===== src/rtl/clkdiv_bank.sv =====
module clkdiv_bank #(
  parameter int NOUT = 3,
  parameter int AW = 3,
  parameter logic [7:0] MAX_CODE = 8'h4F,
  parameter logic [NOUT*8-1:0] RST_CODE = 24'h3F_04_02
) (
  input  logic            clk,
  input  logic            rst_n,
  input  logic            wr_en,
  input  logic [AW-1:0]   addr,
  input  logic [15:0]     wdata,
  output logic [15:0]     rdata,
  output logic [NOUT-1:0] clk_out,
  output logic            busy
);
  localparam logic [AW-1:0] ALN_ADDR = AW'(NOUT);
  localparam logic [AW-1:0] CMD_ADDR = AW'(NOUT + 1);

  logic [NOUT-1:0]       en, aln, flag, o_r, o_n;
  logic [NOUT-1:0]       term, ready, wr_div, imm;
  logic [NOUT-1:0][7:0]  pend, act, cnt, act_n, cnt_n, half_n;
  logic                  busy_r, rel, go, wr_aln, start_busy;
  logic [7:0]            wcode;
  logic                  unused_bits;

  assign unused_bits = ^wdata;
  assign busy   = busy_r;
  assign wr_aln = wr_en && addr == ALN_ADDR;
  assign go     = wr_en && addr == CMD_ADDR && wdata[0] && !busy_r;
  assign wcode  = (wdata[7:0] > MAX_CODE) ? MAX_CODE : wdata[7:0];

  always_comb begin
    for (int i = 0; i < NOUT; i++) begin
      wr_div[i] = wr_en && addr == AW'(i);
      term[i]   = cnt[i] == act[i];
      ready[i]  = !aln[i] || !en[i] || term[i];
      imm[i]    = go && flag[i] && !aln[i];
    end
  end

  assign rel        = busy_r && (&ready);
  assign start_busy = go && |(flag & aln);

  always_comb begin
    for (int i = 0; i < NOUT; i++) begin
      act_n[i] = act[i];
      cnt_n[i] = term[i] ? 8'd0 : cnt[i] + 8'd1;
      if (busy_r && aln[i] && term[i]) cnt_n[i] = cnt[i];
      if (rel && aln[i]) begin
        cnt_n[i] = 8'd0;
        if (flag[i]) act_n[i] = pend[i];
      end
      if (imm[i]) begin
        cnt_n[i] = 8'd0;
        act_n[i] = pend[i];
      end
      if (!en[i]) cnt_n[i] = 8'd0;
      half_n[i] = 8'(({1'b0, act_n[i]} + 9'd1) >> 1);
      o_n[i]    = cnt_n[i] < half_n[i];
    end
  end

  always_ff @(posedge clk or negedge rst_n) begin
    if (!rst_n) begin
      en     <= '1;
      aln    <= '1;
      flag   <= '0;
      o_r    <= '1;
      busy_r <= 1'b0;
      cnt    <= '0;
      for (int i = 0; i < NOUT; i++) begin
        pend[i] <= RST_CODE[8*i +: 8];
        act[i]  <= RST_CODE[8*i +: 8];
      end
    end else begin
      cnt <= cnt_n;
      act <= act_n;
      o_r <= o_n;
      for (int i = 0; i < NOUT; i++) begin
        if ((rel && aln[i]) || imm[i]) flag[i] <= 1'b0;
        if (wr_div[i]) begin
          flag[i] <= 1'b1;
          pend[i] <= wcode;
          en[i]   <= wdata[15];
        end
        if (wr_aln) aln[i] <= wdata[1 + 3*i];
      end
      if (start_busy) busy_r <= 1'b1;
      else if (rel)   busy_r <= 1'b0;
    end
  end

  always_comb begin
    rdata = '0;
    for (int i = 0; i < NOUT; i++) begin
      if (addr == AW'(i)) rdata = {en[i], 7'd0, pend[i]};
    end
    if (addr == ALN_ADDR)
      for (int i = 0; i < NOUT; i++) rdata[1 + 3*i] = aln[i];
    if (addr == CMD_ADDR) begin
      rdata[0] = busy_r;
      for (int i = 0; i < NOUT; i++) rdata[8 + i] = flag[i];
    end
  end

  generate
    for (genvar g = 0; g < NOUT; g++) begin : g_out
      assign clk_out[g] = en[g] & ((act[g] == 8'd0) ? clk : o_r[g]);
    end
  endgenerate
endmodule


===== config.mk =====
export PLATFORM = sky130hd
export DESIGN_NAME = clkdiv_bank
export DESIGN_NICKNAME = d
export VERILOG_FILES = /design/src/rtl/clkdiv_bank.sv
export SDC_FILE = /design/constraint.sdc
export NUM_CORES = 1
export LEC_CHECK = 0
export BUFFER_PORTS_ARGS = -buffer_cell sky130_fd_sc_hd__buf_2
export CORE_MARGIN = 2
export CORE_UTILIZATION = 60
export CTS_CLUSTER_SIZE = 14
export DETAILED_ROUTE_END_ITERATION = 8
export PLACE_DENSITY = 0.8
export SLEW_MARGIN = 30
export SYNTH_ARGS = -nofsm -noshare
export SYNTH_HDL_FRONTEND = slang
export SYNTH_SLANG_ARGS = --single-unit

===== constraint.sdc =====
create_clock -name clk -period 13.55 [get_ports clk]
set_input_delay 2.0325 -clock clk [delete_from_list [all_inputs] [get_ports clk]]
set_output_delay 2.0325 -clock clk [all_outputs]
set_load 0.02 [all_outputs]

==> Word-level counts from Yosys, hierarchy flattened <==
Cells that the tools add are included.
{ "word_totals": {"wordCells": 133, "ff_bits": 85, "output_inout_bits": 20} }
{ "op_classes": {"reduce_logical": 50, "magnitude_cmp": 4, "muxes": 44, "n_eq_ne": 7, "add_sub_neg": 6, "bitwise": 4} }
{ "ops": {"columns": ["operator", "n"], "rows": [
  ["two-way mux 8 bit", 25],
  ["two-way mux 16 bit", 3],
  ["adder 8 x 1 -> 9 bit (second input constant)", 3],
  ["adder 8 x 1 -> 8 bit (second input constant)", 3],
  ["equality test 8 bit", 3],
  ["logical AND 1 bit", 24],
  ["logical NOT 8 bit", 3],
  ["less-than comparator 8 bit", 3],
  ["two-way mux 1 bit", 15],
  ["logical OR 1 bit", 9],
  ["greater-than comparator 8 x 7 -> 1 bit (second input constant)", 1],
  ["nonzero test 2 bit", 4],
  ["logical NOT 1 bit", 7],
  ["equality test 3 x 2 -> 1 bit (second input constant)", 2],
  ["bitwise AND 1 bit", 3],
  ["bitwise AND 3 bit", 1],
  ["equality test 3 x 1 -> 1 bit (second input constant)", 1],
  ["equality test 3 bit (second input constant)", 1],
  ["logical NOT 3 bit", 1],
  ["two-way mux 3 bit", 1],
  ["AND reduction 3 bit", 1],
  ["OR reduction 3 bit", 1]
]} }

==> Logic depth before layout (Yosys ltp) <==
Gate-level depths: netlist (run 1).
{ "logic_depth": {"word_depth": 10, "mapped_depth": 20} }

==> results of run 1 <==
-- sequential cells by signal, indices dropped and copies added, names as in the netlist --
| name | cells |
|---|---|
| act | 24 |
| cnt | 24 |
| pend | 24 |
| aln | 3 |
| en | 3 |
| flag | 3 |
| o_r | 3 |
| busy | 1 |
-- tightest hold or removal path, cell delays in order (launching register included) --
cell and delay (ps):
sky130_fd_sc_hd__dfstp_2 390, sky130_fd_sc_hd__nand2_1 50, sky130_fd_sc_hd__o21ai_0 70
-- cells by family (layout without fill, tap and decap cells) --
logic type	Yosys count	after routing	synth area share, %
multiplexers	46	46	9.848
flip-flops	85	85	38.97
XOR/XNOR	65	65	10.41
buffers and inverters	23	59	2.146
adder cells (fa/ha/maj)	27	27	6.099
AO/OA/AOI/OAI	94	94	10.48
other	1	5	0.06770
AND/OR/NAND/NOR	239	239	21.98
-- where the power goes --
group | switching [mW] | leakage, nW | internal [mW]
registers | 0.0844 | 1.06 | 0.321
clock network | 0.118 | 0.145 | 0.110
logic | 0.181 | 1.58 | 0.146
total | 0.383 | 2.78 | 0.577
-- final timing paths --
check	slack [ps]	endpoint	from
min in group asynchronous	1580	cnt[10]	rst_n
max reg2reg	8630	o_r[1]	act[1]
min	510	pend[16]	pend[16]
max in group asynchronous	11410	pend[8]	rst_n
min reg2reg	510	pend[16]	pend[16]
max	4180	clk_out[1]	clk
-- routing by layer --
layer | vias to the layer above | track usage, %
li1 | 2121 | -
met4 | 0 | 15.17
met2 | 177 | 45.22
met1 | 2174 | 38.36
met3 | 43 | 5.223
met5 | - | 0
-- layout make-up --
type / count / area (um^2) / share of cell area [%]
clock inverters: 3 / 20.02 / 0.3338
clock buffers: 21 / 232.7 / 3.881
inverters: 8 / 30.03 / 0.5007
diodes: 1 / 2.502 / 0.04173
repair buffers: 27 / 141.4 / 2.358
flip-flops and latches: 85 / 2158 / 35.99
multi-input cells: 475 / 3273 / 54.58
well taps: 111 / 138.9 / 2.316
-- Yosys cell counts (5+ instances only) --
master,instances
sky130_fd_sc_hd__nand3_1,31
sky130_fd_sc_hd__inv_1,8
sky130_fd_sc_hd__nor2_1,63
sky130_fd_sc_hd__nor2b_1,8
sky130_fd_sc_hd__dfrtp_1,60
sky130_fd_sc_hd__mux2i_1,14
sky130_fd_sc_hd__ha_1,27
sky130_fd_sc_hd__xnor2_1,21
sky130_fd_sc_hd__and2_1,14
sky130_fd_sc_hd__clkbuf_1,5
sky130_fd_sc_hd__dfstp_2,25
sky130_fd_sc_hd__nand2_1,69
sky130_fd_sc_hd__xor2_1,43
sky130_fd_sc_hd__nor4_2,5
sky130_fd_sc_hd__nor3_1,5
sky130_fd_sc_hd__nand4_1,8
sky130_fd_sc_hd__mux2_2,26
sky130_fd_sc_hd__a21o_1,6
sky130_fd_sc_hd__o21ai_0,39
sky130_fd_sc_hd__a21oi_1,24
sky130_fd_sc_hd__nor4_1,8
sky130_fd_sc_hd__and3_1,11
-- metrics by stage --
step / setup WS (ps) / hold slack, ps / power (mW)
6_report: 4184 / 509.2 / 0.9598
5_1_grt: 4137 / 532.9 / 1.021
4_1_cts: 4171 / 511.7 / 0.9571
3_5_place_dp: 4487 / 499.5 / 0.7444
3_3_place_gp: 4488 / 494.1 / 0.7250
2_1_floorplan: 4484 / 466.6 / 0.6513
==> Flow_metrics.wiki, run 1 <==
{| class="wikitable"
! Metric !! Value
|-
| Critical Path RT || 11520 ps
|-
| Tightest slew margin relative to the limit || 46.46%
|-
| Top-level port count || 42
|-
| Fill cells || 707
|-
| Total count of max-transition violations in the final report || 0
|-
| Cell type with the highest aggregate area in the netlist || sky130_fd_sc_hd__dfrtp_1
|-
| Number of instances on the worst hold path || 2
|-
| Via/cell ratio || 6.176
|-
| EDFF count, synth || 0
|-
| Area added between synthesis and finish || 8.267%
|-
| Dpl hpwl || 9.932 mm
|-
| Via count || 4515
|-
| Number of core rows || 35
|-
| Category of the worst setup path capture point || output pin
|-
| Initial antenna violation count || 1
|-
| Worst path most repeated cell || sky130_fd_sc_hd__clkbuf_8
|-
| CTS tree || done
|-
| Maximum clock skew at final layout || 16.84 ps
|-
| DRC Markers || 0
|-
| Worst reg-to-reg path cell count || 17
|-
| Proportion of register bits with asynchronous set or reset after synthesis || 100.0%
|-
| # placed instances || 709
|-
| Element type at the critical path start || clock port
|-
| Residual antenna-violating net count after detailed routing || 0
|-
| Number of non-filler instances in the completed layout || 731
|-
| Max Cap Violations || 0
|-
| Result of the run || completed
|-
| Most frequent standard cell in the layout excluding fill and tap cells || sky130_fd_sc_hd__nand2_1
|-
| Number of cells produced by synthesis || 580
|-
| First-pass detailed-route iteration total || 6
|-
| Congestion Overflow GR || 0
|-
| Area of the mapped netlist || 5539 um^2
|-
| Post-route cell area || 5997 um^2
|-
| Worst slew pin tran || 803.0 ps
|-
| Fraction of final layout cells sized beyond drive strength 1 || 19.22%
|-
| Instance count on the critical path || 5
|-
| Clock slew at the register clock pins of the worst setup and hold paths || 80 ps
|-
| Port-buffer cells || 30
|-
| Area share of the leading cell type in the synthesized netlist || 27.11%
|-
| Highest signal layer in the routed design || met4
|-
| M1 wire length || 5.759 mm
|-
| Hold-fix buffers, CTS || 0
|-
| Detail Route met3 WL || 756 um
|-
| Buffer count from post-CTS setup fixing || 0
|-
| List of cells traversed by the critical path || clkbuf_8 > clkbuf_8 > nand3_1 > a21boi_0 > buf_2
|-
| Synth cell types || 55
|-
| Average wire per standard cell || 18.30 um
|-
| Max incr delay on CP || 160 ps
|-
| Final Hold Violating Endpoints || 0
|-
| Flip-flop and latch count after synthesis || 85
|-
| Worst-case vdd ir drop || 96.39 uV
|-
| All-Layer GR Usage || 28.82%
|-
| Static Leakage || 2.776 nW
|-
| Total placed instance area || 5757 um^2
|-
| Final Wtd Congestion || 0.8788
|-
| Worst Setup Path Type || clock port to output pin
|-
| Die outline area || 10020 um^2
|-
| Via count of the first global-routing pass || 4452
|-
| Placeable core area || 9109 um^2
|-
| Number of buffer and inverter instances along the worst setup path || 3
|-
| Largest net degree at the start of global routing || 86
|-
| Leading cell types in the layout, fill and taps excluded || sky130_fd_sc_hd__nand2_1 (69), sky130_fd_sc_hd__nor2_1 (63), sky130_fd_sc_hd__dfrtp_1 (60), sky130_fd_sc_hd__xor2_1 (43), sky130_fd_sc_hd__o21ai_0 (39)
|-
| Cell class contributing the biggest share of worst-path delay || buffers and inverters
|-
| Synth warnings || 0
|-
| Slowest stage cell, crit path || sky130_fd_sc_hd__buf_2
|-
| Post-CTS sizing || 0
|-
| TNS Setup || 0 ps
|-
| Wire length on met2 || 6.401 mm
|-
| Post-Syn Area per Cell || 9.550 um^2
|-
| Arrival time of the worst setup path || 7330 ps
|-
| Chip Height || 100.1 um
|-
| Overall routed net length || 13.38 mm
|-
| RSZ-0062 raised after global routing || false
|-
| Synth area leaders || sky130_fd_sc_hd__dfrtp_1 (27%), sky130_fd_sc_hd__dfstp_2 (12%), sky130_fd_sc_hd__xor2_1 (6.8%)
|-
| Global-route wire length before repair || 22.18 mm
|-
| Setup violations, final || 0
|-
| Sequential share of the synthesized area || 38.97%
|-
| Initial standard-cell utilization of the core || 60.81%
|-
| Die width || 100.1 um
|-
| Post-layout util || 65.84%
|-
| Power density of the placed cells || 160.1 nW/um^2
|-
| Worst hold-check path type || flip-flop to flip-flop
|-
| Maximum fanout encountered on the critical timing path || 2
|-
| Clock latency reported for the late side of the worst-skew pair || 480 ps
|-
| Final net count || 662
|-
| Number of DRC markers in iteration 0 || 342
|-
| Leading register cell type out of synthesis || sky130_fd_sc_hd__dfrtp_1
|}
No activity file was read; power rests on OpenSTA's default activity.
==> inputs of run 2 (changes only) <==
==> constraint.sdc (replaced) <==
create_clock -name clk -period 9.78 [get_ports clk]
set_input_delay 1.467 -clock clk [delete_from_list [all_inputs] [get_ports clk]]
set_output_delay 1.467 -clock clk [all_outputs]
set_load 0.02 [all_outputs]
==> run 2 against run 1 <==
Against the previous run:
- sequential share of layout area decreased by 0.16 points
- critical path depth is the same
- cell area rose by 0.44%
- via count shrank 0.69%
- combinational power is 38% higher
- largest power group unchanged
==> Flow_metrics.wiki, run 2 (synthesized netlist as in run 1, its figures left out) <==
{| class="wikitable"
! Metric !! Value
|-
| Worst hold-check path type || flip-flop to flip-flop (unchanged)
|-
| RSZ-0062 raised after global routing || false (unchanged)
|-
| Max Cap Violations || 0 (unchanged)
|-
| Leading registers by flop count || act: 24 flops, cnt: 24 flops, pend: 24 flops (unchanged)
|-
| Critical Path RT || 8310 ps (was 11520 ps)
|-
| Footprint of the multi-input gates || 3273 um^2 (unchanged)
|-
| Number of DRC markers in iteration 0 || 338 (was 342)
|-
| Leading cell types in the layout, fill and taps excluded || sky130_fd_sc_hd__nand2_1 (69), sky130_fd_sc_hd__nor2_1 (63), sky130_fd_sc_hd__dfrtp_1 (60), sky130_fd_sc_hd__xor2_1 (43), sky130_fd_sc_hd__o21ai_0 (39) (unchanged)
|-
| Port-buffer cells || 30 (unchanged)
|-
| Static Leakage || 2.785 nW (was 2.776 nW)
|-
| Setup violations, final || 0 (unchanged)
|-
| Worst slew pin tran || 847.0 ps (was 803.0 ps)
|-
| CP startpoint || clk (unchanged)
|-
| Top-level port count || 42 (unchanged)
|-
| Average wire per standard cell || 17.91 um (was 18.30 um)
|-
| Congestion Overflow GR || 0 (unchanged)
|-
| Arrival time of the worst setup path || 5470 ps (was 7330 ps)
|-
| First-pass detailed-route iteration total || 5 (was 6)
|-
| Final net count || 662 (unchanged)
|-
| Via count || 4484 (was 4515)
|-
| Largest net degree at the start of global routing || 86 (unchanged)
|-
| Sequential cell area || 2158 um^2 (unchanged)
|-
| Hold-fix buffers, CTS || 0 (unchanged)
|-
| Power after layout || 1.347 mW (was 959.8 uW)
|-
| Worst flop-to-flop path startpoint || act[1] (unchanged)
|-
| Residual antenna-violating net count after detailed routing || 0 (unchanged)
|-
| Final Wtd Congestion || 0.8869 (was 0.8788)
|-
| Die width || 100.1 um (unchanged)
|-
| Total count of max-transition violations in the final report || 0 (unchanged)
|-
| Power density of the placed cells || 223.6 nW/um^2 (was 160.1 nW/um^2)
|-
| Chip Height || 100.1 um (unchanged)
|-
| Result of the run || completed (unchanged)
|-
| Buffer count from post-CTS setup fixing || 0 (unchanged)
|-
| TNS Setup || 0 ps (unchanged)
|-
| DRC Markers || 0 (unchanged)
|-
| Fraction of final layout cells sized beyond drive strength 1 || 19.71% (was 19.22%)
|-
| All-Layer GR Usage || 28.06% (was 28.82%)
|-
| Initial standard-cell utilization of the core || 60.81% (unchanged)
|-
| Most frequent standard cell in the layout excluding fill and tap cells || sky130_fd_sc_hd__nand2_1 (unchanged)
|-
| Number of non-filler instances in the completed layout || 730 (was 731)
|-
| Initial antenna violation count || 0 (was 1)
|-
| Fill cells || 713 (was 707)
|-
| Post-CTS sizing || 0 (unchanged)
|-
| Category of the worst setup path capture point || output pin (unchanged)
|-
| Die outline area || 10020 um^2 (unchanged)
|-
| Tightest slew margin relative to the limit || 43.53% (was 46.46%)
|-
| Clock latency reported for the late side of the worst-skew pair || 470 ps (was 480 ps)
|-
| Final Hold Violating Endpoints || 0 (unchanged)
|-
| CTS tree || done (unchanged)
|-
| # placed instances || 709 (unchanged)
|-
| Dpl hpwl || 9.640 mm (was 9.932 mm)
|-
| Maximum clock skew at final layout || 16.24 ps (was 16.84 ps)
|-
| Number of antenna cells inserted || 0 (was 1)
|-
| Number of core rows || 35 (unchanged)
|-
| Overall routed net length || 13.07 mm (was 13.38 mm)
|-
| HP Start || pend[21] (was pend[16])
|-
| Placeable core area || 9109 um^2 (unchanged)
|-
| Worst-case vdd ir drop || 122.1 uV (was 96.39 uV)
|-
| Worst Setup Path Type || clock port to output pin (unchanged)
|-
| Via count of the first global-routing pass || 4417 (was 4452)
|-
| Via/cell ratio || 6.142 (was 6.176)
|-
| Area added between synthesis and finish || 8.742% (was 8.267%)
|-
| Element type at the critical path start || clock port (unchanged)
|-
| Global-route wire length before repair || 21.61 mm (was 22.18 mm)
|-
| Maximum fanout encountered on the critical timing path || 2 (unchanged)
|-
| Clock slew at the register clock pins of the worst setup and hold paths || 90 ps (was 80 ps)
|}
run 2: cell count changes in the layout (fill, tap and decap cells not counted), sizes merged:
cell      delta
inv          +1
clkinvlp     +2
bufinv       +1
clkbuf       -4
diode        -1
run 2: layer usage:
layer / vias to the layer above / part of all wire, % / track usage (%)
met3: 39 / 4.7 / 5.292
li1: 2114 / - / -
met2: 153 / 46 / 43.45
met5: - / 0 / 0
met1: 2178 / 46 / 38.61
met4: 0 / 3.0 / 12.86
run 2: where the power goes:
group / switching, mW / internal, mW
logic: 0.248 / 0.202
registers: 0.116 / 0.444
clock network: 0.165 / 0.172
run 2: path summary, 6_finish.rpt:
path	to	slack [ps]	depth (start not counted)
worst max-delay path	clk_out[1]	2840	5
worst min-delay path	pend[21]	520	2
worst max register to register	o_r[1]	4880	17
worst min register to register	pend[21]	520	2
max in group asynchronous	pend[13]	8210	1
min in group asynchronous	cnt[11]	1040	1
run 2: through the flow:
step / utilization (%) / hold WS (ps) / area (um^2) / setup WS (ps)
3_3_place_gp: 63.16 / 493.5 / 5753 / 3168
3_5_place_dp: 63.20 / 501.7 / 5757 / 3168
2_1_floorplan: - / 466.6 / 5550 / 3164
5_1_grt: 66.13 / 526.3 / 6023 / 2815
6_report: 66.13 / 515.7 / 6023 / 2842
4_1_cts: 66.13 / 516.1 / 6023 / 2834
run 2: worst max-delay path, cell delays in order:
cell	delay (ps)
sky130_fd_sc_hd__clkbuf_8	120
sky130_fd_sc_hd__clkbuf_8	140
sky130_fd_sc_hd__nand3_1	60
sky130_fd_sc_hd__a21boi_0	90
sky130_fd_sc_hd__buf_2	170
run 2: cell type report:
class	count	area share, %
multi-input cells	475	54.34
flip-flops and latches	85	35.83
clock buffers	17	3.448
repair buffers	27	2.347
well taps	111	2.306
clock inverters	7	1.226
inverters	8	0.4985
==> inputs of run 3 (changes only) <==
--- a/config.mk
+++ b/config.mk
@@ -5,6 +5,7 @@
 export SDC_FILE = /design/constraint.sdc
 export NUM_CORES = 1
 export LEC_CHECK = 0
+export ABC_AREA = 1
 export BUFFER_PORTS_ARGS = -buffer_cell sky130_fd_sc_hd__buf_2
 export CORE_MARGIN = 2
 export CORE_UTILIZATION = 60
==> constraint.sdc (replaced) <==
create_clock -name clk -period 6.9 [get_ports clk]
set_input_delay 1.035 -clock clk [delete_from_list [all_inputs] [get_ports clk]]
set_output_delay 1.035 -clock clk [all_outputs]
set_load 0.02 [all_outputs]
==> run 3 against run 2 <==
Against the previous run:
- clock-buffer cell count is the same
- global-route usage up 0.28 points
- critical path depth is the same
- cell area up 0.64%
- non-clock buffer count unchanged
- utilization rose by 0.43 points
- sequential power grew 34%
==> Flow_metrics.wiki, run 3 <==
{| class="wikitable"
! Metric !! Value
|-
| Leading registers by flop count || act: 24 flops, cnt: 24 flops, pend: 24 flops (unchanged)
|-
| Clock latency reported for the late side of the worst-skew pair || 470 ps (about the same)
|-
| TNS Setup || 0 ps (unchanged)
|-
| Switching share of total power || 41.83% (was 39.28%)
|-
| Result of the run || completed (unchanged)
|-
| Total placed instance area || 5797 um^2 (was 5757 um^2)
|-
| EDFF count, synth || 0 (unchanged)
|-
| Total count of max-transition violations in the final report || 0 (unchanged)
|-
| Sequential cell fraction of total power || 38.8% (was 41.6%)
|-
| Residual antenna-violating net count after detailed routing || 0 (unchanged)
|-
| Cell type with the highest aggregate area in the netlist || sky130_fd_sc_hd__dfrtp_1 (unchanged)
|-
| Most common cell in the netlist || sky130_fd_sc_hd__nand2_1 (unchanged)
|-
| Worst slew pin tran || 770.1 ps (was 847.0 ps)
|-
| Buffer count from post-CTS setup fixing || 0 (unchanged)
|-
| Flip-flop and latch count after synthesis || 85 (unchanged)
|-
| Number of non-filler instances in the completed layout || 884 (was 730)
|-
| Leading cell types in the layout, fill and taps excluded || sky130_fd_sc_hd__nand2_1 (190), sky130_fd_sc_hd__inv_1 (112), sky130_fd_sc_hd__dfrtp_1 (60), sky130_fd_sc_hd__nor2_1 (55), sky130_fd_sc_hd__o21ai_0 (40) (was sky130_fd_sc_hd__nand2_1 (69), sky130_fd_sc_hd__nor2_1 (63), sky130_fd_sc_hd__dfrtp_1 (60), sky130_fd_sc_hd__xor2_1 (43), sky130_fd_sc_hd__o21ai_0 (39))
|-
| Arrival time of the worst setup path || 4090 ps (was 5470 ps)
|-
| Final net count || 816 (was 662)
|-
| DRC Markers || 0 (unchanged)
|-
| Sequential share of the synthesized area || 38.73% (was 38.97%)
|-
| Max Cap Violations || 0 (unchanged)
|-
| Number of core rows || 35 (unchanged)
|-
| Maximum clock skew at final layout || 11.26 ps (was 16.24 ps)
|-
| Combinational share of power || 37.0% (was 33.4%)
|-
| Maximum fanout encountered on the critical timing path || 2 (unchanged)
|-
| First-pass detailed-route iteration total || 7 (was 5)
|-
| Area of the mapped netlist || 5573 um^2 (was 5539 um^2)
|-
| Via count || 4783 (was 4484)
|-
| Category of the worst setup path capture point || output pin (unchanged)
|-
| Initial standard-cell utilization of the core || 61.18% (was 60.81%)
|-
| Global-route wire length before repair || 22.31 mm (was 21.61 mm)
|-
| Synth warnings || 0 (unchanged)
|-
| Placeable core area || 9109 um^2 (unchanged)
|-
| Setup violations, final || 0 (unchanged)
|-
| Congestion Overflow GR || 0 (unchanged)
|-
| Power density of the placed cells || 320.6 nW/um^2 (was 223.6 nW/um^2)
|-
| Critical Path RT || 5860 ps (was 8310 ps)
|-
| Overall routed net length || 13.08 mm (was 13.07 mm)
|-
| Number of cells produced by synthesis || 729 (was 580)
|-
| Final Hold Violating Endpoints || 0 (unchanged)
|-
| Worst-case vdd ir drop || 169.9 uV (was 122.1 uV)
|-
| Hold-fix buffers, CTS || 0 (unchanged)
|-
| Die width || 100.4 um (was 100.1 um)
|-
| Most used standard cells in the synthesized netlist || sky130_fd_sc_hd__nand2_1 (190), sky130_fd_sc_hd__inv_1 (112), sky130_fd_sc_hd__dfrtp_1 (60) (was sky130_fd_sc_hd__nand2_1 (69), sky130_fd_sc_hd__nor2_1 (63), sky130_fd_sc_hd__dfrtp_1 (60))
|-
| Synth cell types || 40 (was 55)
|-
| Dpl hpwl || 9.860 mm (was 9.640 mm)
|-
| Die outline area || 10080 um^2 (was 10020 um^2)
|-
| All-Layer GR Usage || 28.34% (was 28.06%)
|-
| Final Wtd Congestion || 0.9331 (was 0.8869)
|-
| Number of antenna cells inserted || 0 (unchanged)
|-
| # placed instances || 863 (was 709)
|-
| Area added between synthesis and finish || 8.779% (was 8.742%)
|-
| Largest net degree at the start of global routing || 86 (unchanged)
|-
| Fraction of final layout cells sized beyond drive strength 1 || 17.34% (was 19.71%)
|-
| Top-level port count || 42 (unchanged)
|-
| RSZ-0062 raised after global routing || false (unchanged)
|-
| Number of DRC markers in iteration 0 || 225 (was 338)
|-
| Internal power || 1.130 mW (was 817.8 uW)
|-
| NetSw || 812.9 uW (was 529.0 uW)
|-
| Via count of the first global-routing pass || 4780 (was 4417)
|-
| Worst Setup Path Type || clock port to output pin (unchanged)
|-
| Initial antenna violation count || 0 (unchanged)
|-
| Leading register cell type out of synthesis || sky130_fd_sc_hd__dfrtp_1 (unchanged)
|-
| Clock slew at the register clock pins of the worst setup and hold paths || 90 ps (about the same)
|-
| Proportion of register bits with asynchronous set or reset after synthesis || 100.0% (unchanged)
|-
| Average wire per standard cell || 14.79 um (was 17.91 um)
|-
| Synth area leaders || sky130_fd_sc_hd__dfrtp_1 (27%), sky130_fd_sc_hd__nand2_1 (13%), sky130_fd_sc_hd__dfstp_2 (12%) (was sky130_fd_sc_hd__dfrtp_1 (27%), sky130_fd_sc_hd__dfstp_2 (12%), sky130_fd_sc_hd__xor2_1 (6.8%))
|-
| Element type at the critical path start || clock port (unchanged)
|-
| Worst hold-check path type || flip-flop to flip-flop (unchanged)
|-
| Static Leakage || 3.024 nW (was 2.785 nW)
|-
| Share of total power in the clock network || 24.2% (was 25.0%)
|-
| Most frequent standard cell in the layout excluding fill and tap cells || sky130_fd_sc_hd__nand2_1 (unchanged)
|-
| Port-buffer cells || 30 (unchanged)
|-
| Post-route cell area || 6062 um^2 (was 6023 um^2)
|-
| Area share of the leading cell type in the synthesized netlist || 26.94% (was 27.11%)
|-
| CTS tree || done (unchanged)
|-
| Post-Syn Area per Cell || 7.645 um^2 (was 9.550 um^2)
|-
| Chip Height || 100.4 um (was 100.1 um)
|-
| Via/cell ratio || 5.411 (was 6.142)
|-
| Post-CTS sizing || 0 (unchanged)
|-
| Tightest slew margin relative to the limit || 48.66% (was 43.53%)
|}
-- run 3: changes by cell type in the layout (fill, tap and decap cells not counted), moves of 10 or more --
cell | previous run | this run
sky130_fd_sc_hd__nand2_4 | 1 | 15
sky130_fd_sc_hd__mux2_2 | 26 | 0
sky130_fd_sc_hd__nand2_1 | 69 | 190
sky130_fd_sc_hd__mux2i_1 | 14 | 0
sky130_fd_sc_hd__and2_1 | 14 | 0
sky130_fd_sc_hd__and3_1 | 11 | 1
sky130_fd_sc_hd__nand2_2 | 0 | 10
sky130_fd_sc_hd__o21ai_2 | 3 | 14
sky130_fd_sc_hd__inv_1 | 9 | 112
sky130_fd_sc_hd__xor2_1 | 43 | 16
-- run 3: through the flow --
step	setup WS [ps]	total power, mW	utilization [%]	hold slack, ps
after floorplan	2162	1.298	-	436.1
after global placement	2087	1.454	63.54	451.3
after detailed placement	2087	1.485	63.64	452.8
after CTS	1769	1.949	66.55	474.7
after global routing	1711	2.085	66.55	512.0
final	1775	1.943	66.55	473.5
-- run 3: worst paths after layout --
path	slack (ps)	startpoint	endpoint	cells after the start
worst max-delay path	1770	clk	clk_out[1]	5
worst min-delay path	470	pend[7]	pend[7]	2
worst max register to register	3410	act[16]	o_r[2]	22
worst min register to register	470	pend[7]	pend[7]	2
max in group asynchronous	5770	rst_n	cnt[12]	1
min in group asynchronous	600	rst_n	pend[22]	1
-- run 3: layout make-up --
| cell class | count | area (um^2) |
|---|---|---|
| multi-input cells | 520 | 2904 |
| repair buffers | 27 | 141.4 |
| well taps | 111 | 138.9 |
| clock inverters | 7 | 82.58 |
| flip-flops and latches | 85 | 2158 |
| inverters | 117 | 439.2 |
| fillers | 770 | 3047 |
| clock buffers | 17 | 197.7 |
-- run 3: kinds of logic after synthesis --
kind of cell | count (synthesis) | synth area share (%)
other | 1 | 0.06729
xor gates and xnor gates | 28 | 4.400
and+or+nand+nor | 352 | 29.57
DFF | 85 | 38.73
AOI/OAI and AO/OA | 109 | 11.72
buffers and inverters | 127 | 9.452
adders and majority gates | 27 | 6.062
-- run 3: power by group through the flow --
stage          combinational [mW]  sequential (mW)  clock, mW
6_report                    0.719            0.753      0.471
5_1_grt                     0.821            0.768      0.496
4_1_cts                     0.721            0.751      0.478
3_5_place_dp                0.709            0.760     0.0165
3_3_place_gp                0.681            0.757     0.0165
2_1_floorplan               0.569            0.717     0.0119
-- run 3: layer usage --
layer  global-route usage, %  vias up  routed length (um)
met5                       0        -                   0
met4                   10.96        0                 244
met3                   5.014       20                 685
met2                   46.93      140                6335
met1                   37.23     2226                5812
li1                        -     2397                   -
-- run 3: critical path, stage by stage --
cell	delay, ps
sky130_fd_sc_hd__clkbuf_8	120
sky130_fd_sc_hd__clkbuf_8	130
sky130_fd_sc_hd__o21ai_0	150
sky130_fd_sc_hd__a21oi_1	70
sky130_fd_sc_hd__buf_2	160
